==> config.mk <==
export PLATFORM = sky130hd
export DESIGN_NAME = dtc_polarity_top
export DESIGN_NICKNAME = d
export VERILOG_FILES = /design/src/rtl/dtc_pol_pkg.sv /design/src/rtl/dtc_sense_sync.sv /design/src/rtl/dtc_point_gen.sv /design/src/rtl/dtc_phase_latch.sv /design/src/rtl/dtc_polarity_top.sv
export SDC_FILE = /design/constraint.sdc
export NUM_CORES = 1
export LEC_CHECK = 0
export ABC_AREA = 1
export BUFFER_PORTS_ARGS = -buffer_cell sky130_fd_sc_hd__buf_2
export CAP_MARGIN = 20
export CORE_MARGIN = 2
export CORE_UTILIZATION = 40
export CTS_CLUSTER_DIAMETER = 40
export DETAILED_ROUTE_END_ITERATION = 10
export PLACE_DENSITY = 0.69
export SLEW_MARGIN = 20
export SYNTH_ARGS = -nofsm -noshare
export SYNTH_HDL_FRONTEND = slang
export SYNTH_SLANG_ARGS = --single-unit
==> constraint.sdc <==
create_clock -name clk -period 3.2 [get_ports clk]
set_input_delay 0.32 -clock clk [delete_from_list [all_inputs] [get_ports clk]]
set_output_delay 0.32 -clock clk [all_outputs]
set_load 0.03 [all_outputs]
==> src/rtl/dtc_pol_pkg.sv <==
package dtc_pol_pkg;
  typedef enum logic [1:0] {
    SRC_SW_A  = 2'b00,
    SRC_SW_B  = 2'b01,
    SRC_DEAD  = 2'b10,
    SRC_POINT = 2'b11
  } pol_src_e;
endpackage

==> src/rtl/dtc_sense_sync.sv <==
module dtc_sense_sync #(
  parameter int W      = 3,
  parameter int STAGES = 2
) (
  input  logic         clk,
  input  logic         rst,
  input  logic [W-1:0] d,
  output logic [W-1:0] q
);
  logic [W-1:0] chain [STAGES];

  always_ff @(posedge clk) begin
    if (rst) chain[0] <= '0;
    else     chain[0] <= d;
  end

  generate
    for (genvar s = 1; s < STAGES; s++) begin : g_stage
      always_ff @(posedge clk) begin
        if (rst) chain[s] <= '0;
        else     chain[s] <= chain[s-1];
      end
    end
  endgenerate

  assign q = chain[STAGES-1];
endmodule

==> src/rtl/dtc_point_gen.sv <==
module dtc_point_gen #(
  parameter int CW = 8
) (
  input  logic [CW-1:0] cnt_pos,
  input  logic [CW-1:0] cnt_period,
  input  logic          center_mode,
  output logic          point
);
  logic [CW-1:0] half_pos;
  logic [CW-1:0] end_pos;

  always_comb begin
    half_pos = cnt_period >> 1;
    end_pos  = cnt_period - CW'(1);
    point    = center_mode ? (cnt_pos == half_pos) : (cnt_pos == end_pos);
  end
endmodule

==> src/rtl/dtc_phase_latch.sv <==
module dtc_phase_latch
  import dtc_pol_pkg::*;
(
  input  logic     clk,
  input  logic     rst,
  input  logic     sense_s,
  input  logic     g_hi,
  input  logic     g_lo,
  input  logic     lim,
  input  logic     point,
  input  pol_src_e src,
  output logic     lat
);
  logic dead_now;
  logic dead_q;
  logic cand;
  logic close;

  assign dead_now = ~g_hi & ~g_lo;
  assign close    = dead_q & ~dead_now;

  always_ff @(posedge clk) begin
    if (rst) begin
      dead_q <= 1'b0;
      cand   <= 1'b0;
      lat    <= 1'b0;
    end else begin
      dead_q <= dead_now;
      if (dead_now) cand <= sense_s;
      if (src == SRC_DEAD && close && !lim) lat <= cand;
      else if (src == SRC_POINT && point)   lat <= sense_s;
    end
  end

  AST_DEAD_CAPTURE: assert property (@(posedge clk) disable iff (rst)
    (src == SRC_DEAD && close && !lim) |=> lat == $past(cand));
  AST_BOUND_HOLD: assert property (@(posedge clk) disable iff (rst)
    (src == SRC_DEAD && close && lim) |=> $stable(lat));
  AST_POINT_ONLY: assert property (@(posedge clk) disable iff (rst)
    (src == SRC_POINT && !point) |=> $stable(lat));
  AST_POINT_CAPTURE: assert property (@(posedge clk) disable iff (rst)
    (src == SRC_POINT && point) |=> lat == $past(sense_s));
  AST_SW_HOLD: assert property (@(posedge clk) disable iff (rst)
    (src[1] == 1'b0) |=> $stable(lat));
endmodule

==> src/rtl/dtc_polarity_top.sv <==
module dtc_polarity_top
  import dtc_pol_pkg::*;
#(
  parameter int NPH = 3,
  parameter int CW  = 8,
  parameter int SYNC_STAGES = 2
) (
  input  logic           clk,
  input  logic           rst,
  input  logic [NPH-1:0] sense_in,
  input  logic [NPH-1:0] gate_hi,
  input  logic [NPH-1:0] gate_lo,
  input  logic [CW-1:0]  cnt_pos,
  input  logic [CW-1:0]  cnt_period,
  input  logic           center_mode,
  input  logic [NPH-1:0] duty_limit,
  input  logic [NPH-1:0] sw_pol,
  input  logic [1:0]     corr_mode,
  output logic [NPH-1:0] pol_out
);
  pol_src_e       src;
  logic [NPH-1:0] sense_s;
  logic [NPH-1:0] lat;
  logic           point;

  assign src = pol_src_e'(corr_mode);

  dtc_sense_sync #(.W(NPH), .STAGES(SYNC_STAGES)) u_sync (
    .clk(clk), .rst(rst), .d(sense_in), .q(sense_s)
  );

  dtc_point_gen #(.CW(CW)) u_point (
    .cnt_pos(cnt_pos), .cnt_period(cnt_period),
    .center_mode(center_mode), .point(point)
  );

  generate
    for (genvar p = 0; p < NPH; p++) begin : g_phase
      dtc_phase_latch u_lat (
        .clk(clk), .rst(rst), .sense_s(sense_s[p]),
        .g_hi(gate_hi[p]), .g_lo(gate_lo[p]), .lim(duty_limit[p]),
        .point(point), .src(src), .lat(lat[p])
      );
    end
  endgenerate

  always_ff @(posedge clk) begin
    if (rst)                pol_out <= '0;
    else if (corr_mode[1])  pol_out <= lat;
    else                    pol_out <= sw_pol;
  end

  AST_RESET_CLEAR: assert property (@(posedge clk)
    rst |=> pol_out == '0);
  AST_SW_PASS: assert property (@(posedge clk) disable iff (rst)
    (corr_mode[1] == 1'b0) |=> pol_out == $past(sw_pol));
  AST_LAT_PASS: assert property (@(posedge clk) disable iff (rst)
    corr_mode[1] |=> pol_out == $past(lat));
endmodule

==> metrics.yaml <==
status: "finished clean"
clk_latency_ns: 0.29
cts_resized: 0
crit_type: "in -> reg"
clock-skew-final_ns: 0.000699
cts_num_sinks: 18
synthArstFlopShare: 0
grt_pass1_wl_um: 4090
drtAntennaViolNets: 0
netlist_area_mm2: 0.00121
drt-initial-drc-count: 52
yosys.area.top_type_share: 0.297
cts-buffers-inserted: 3
p_switching_mw: 0.140
path_buf_inv: 2
dieArea_mm2: 0.00349
worst_pin_slew_ns: 0.516
grt_pass1_vias: 1000
post-place-ws_ns: 1.31
cp_top_family: "simple AND/OR/NAND/NOR gates"
synth_area_leaders: "dfxtp_1 30%, nand2_1 17%, nor2_1 10%"
vias: 1243
cts_root_buffer: "clkbuf_4"
place_hpwl_um: 2040
postLayoutCoreUtil: 0.515
netlist-cell-type-count: 20
cts_hold_buf: 0
crit_required_ns: 3.39
switching_share: 0.287
place_area_mm2: 0.00142
path_max_fanout: 6
clockBufferDepth: 2
viasPerCell: 4.50
num_io_pins: 39
coreArea_mm2: 0.00283
min_period_over_period: 0.499
slew_violations: 0
diodes: 0
cts_setup_buffers: 0
synth-edff-count: 0
cp_cell_sequence: "buf_2 > inv_2 > ha_1 > or2_0 > nand3_1 > nand2_1 > nor2_2 > nand2_1 > nor2_1 > nand2_1 > nor2_2 > nor2_1 > nor2_1 > nor2_1"
whs_path_depth: 2
maxCapViolCount: 0
crit_path_end_kind: "register"
crit_slowest_cell: "ha_1"
rows: 19
dp.cells: 272
ff2ff_path_depth: 7
netlist_instances: 205
synth.most_common_cell: "nand2_1"
overflow: 0
synth_seq_cells: 18
synth_top_cell_by_area: "dfxtp_1"
tns_ns: 0
seq_area_frac_synth: 0.297
path_clk_slew_ns: 0.10
globalplace.congestion: 0.873
fin_area_mm2: 0.00146
r2r_setup_slack_ns: 1.90
yosys-top-cells-count: "54 x nand2_1, 33 x nor2_1, 32 x inv_1"
rsz0062_at_grt: "false"
grt_max_degree: 13
seq_area_um2: 360
numPortBuffers: 38
area_growth_pct: 20.0
hold_viol_final: 0
timing.rr.end: "g_phase[0].u_lat.lat$_SDFFE_PP0P_"
r2r-start: "g_phase[0].u_lat.dead_q$_SDFF_PP0_"
h-tree-depth: 1
die_h_um: 59.1
irDropWorstVdd_v: 0.000224
drc: 0
intPower_mw: 0.347
seq_power_share: 0.484
nNetsFinal: 283
drive_gt1_frac: 0.257
hold_start: "gate_lo[2]"
synthFlopType: "dfxtp_1"
cp_common_cell: "nor2_1"
multi_input_area_um2: 678
layout.cells.non_filler: 276
hold_class: "in -> reg"
fin_hold_ws_ns: 0.194
start_util: 0.429
tritoncts: "built"
holdPathEnd: "g_phase[2].u_lat.dead_q$_SDFF_PP0_"
antenna_found_initial: 0
wl_per_cell_um: 8.92
slew_headroom: 0.651
postSynthNetCount: 242
cp-start-kind: "input pin"
leakagePower_nw: 0.806
firstDrtPassIters: 4
power_density_mw_per_mm2: 334
p_total_mw: 0.487
synth.avg_cell_area_um2: 5.93
setup_viol: 0
worst_slack_ns: 1.60
fillers: 324
synth_warnings: 0
cpPeakStageDelay_ns: 0.29
routed_wirelength_um: 2460
grt_use_total: 0.152
combPwrFrac: 0.236
die_w_um: 59.1
fmax_mhz: 627
period_minus_slack_ns: 1.60
worstPathArrival_ns: 1.78
clock_power_share: 0.280
cells by family after synthesis:
| kind of cell | share of synthesized area |
|---|---|
| AOI/OAI and AO/OA | 0.0453 |
| adders and majority gates | 0.0103 |
| buffers and inverters | 0.145 |
| DFF | 0.297 |
| and+or+nand+nor | 0.503 |
cells in the final DEF, fill, tap and decap left out:
master    instances
nand2_2           3
clkbuf_4          3
nor2_1           33
nor2_2            3
nand4_1           5
ha_1              1
or2_0             1
o21ai_0           7
dfxtp_1          18
nand3_2           4
nand3b_1          2
nor2_4            2
clkbuf_8          1
nor4_1            2
nor4b_1           1
inv_1            32
inv_2             9
nand3_1          19
nand2_1          54
a21oi_1           4
nor3_1            3
buf_2            38
flip-flops by register name (all words and copies together) (netlist names):
register              count
g_phase.u_lat.cand        3
g_phase.u_lat.dead_q      3
g_phase.u_lat.lat         3
pol_out                   3
u_sync.chain              6
routing by layer:
| layer | GRT usage | up-vias | part of all wire |
|---|---|---|---|
| li1 | - | 711 | - |
| met5 | 0 | - | 0 |
| met1 | 0.218 | 510 | 0.54 |
| met3 | 0.0480 | 0 | 0.043 |
| met4 | 0.0195 | 0 | 0 |
| met2 | 0.230 | 22 | 0.42 |
power groups by stage:
stage          registers [mW]  logic, mW  clock network [mW]
2_1_floorplan           0.245     0.0716                   0
3_3_place_gp            0.241      0.115                   0
3_5_place_dp            0.241      0.115                   0
4_1_cts                 0.236      0.115               0.140
5_1_grt                 0.237      0.132               0.149
6_report                0.236      0.115               0.136
cell type report:
cell class | count | share of cell area
Clock buffer | 4 | 0.0249
Inverter | 41 | 0.106
Multi-Input combinational cell | 144 | 0.465
Sequential cell | 18 | 0.247
Tap cell | 31 | 0.0266
Timing Repair Buffer | 38 | 0.130
worst max-delay path by stage:
stage	from	endpoint	slack (ns)	cells after the start
finish	cnt_period[0]	g_phase[0].u_lat.lat$_SDFFE_PP0P_	1.60	14
global route	cnt_period[0]	g_phase[0].u_lat.lat$_SDFFE_PP0P_	1.45	16
CTS	cnt_period[0]	g_phase[0].u_lat.lat$_SDFFE_PP0P_	1.60	14
detailed placement	cnt_period[0]	g_phase[0].u_lat.lat$_SDFFE_PP0P_	1.31	14
global placement	cnt_period[0]	g_phase[2].u_lat.lat$_SDFFE_PP0P_	1.34	14
floorplan	cnt_period[0]	g_phase[1].u_lat.lat$_SDFFE_PP0P_	1.54	13
Note: power is estimated with default switching activity, not from simulation.
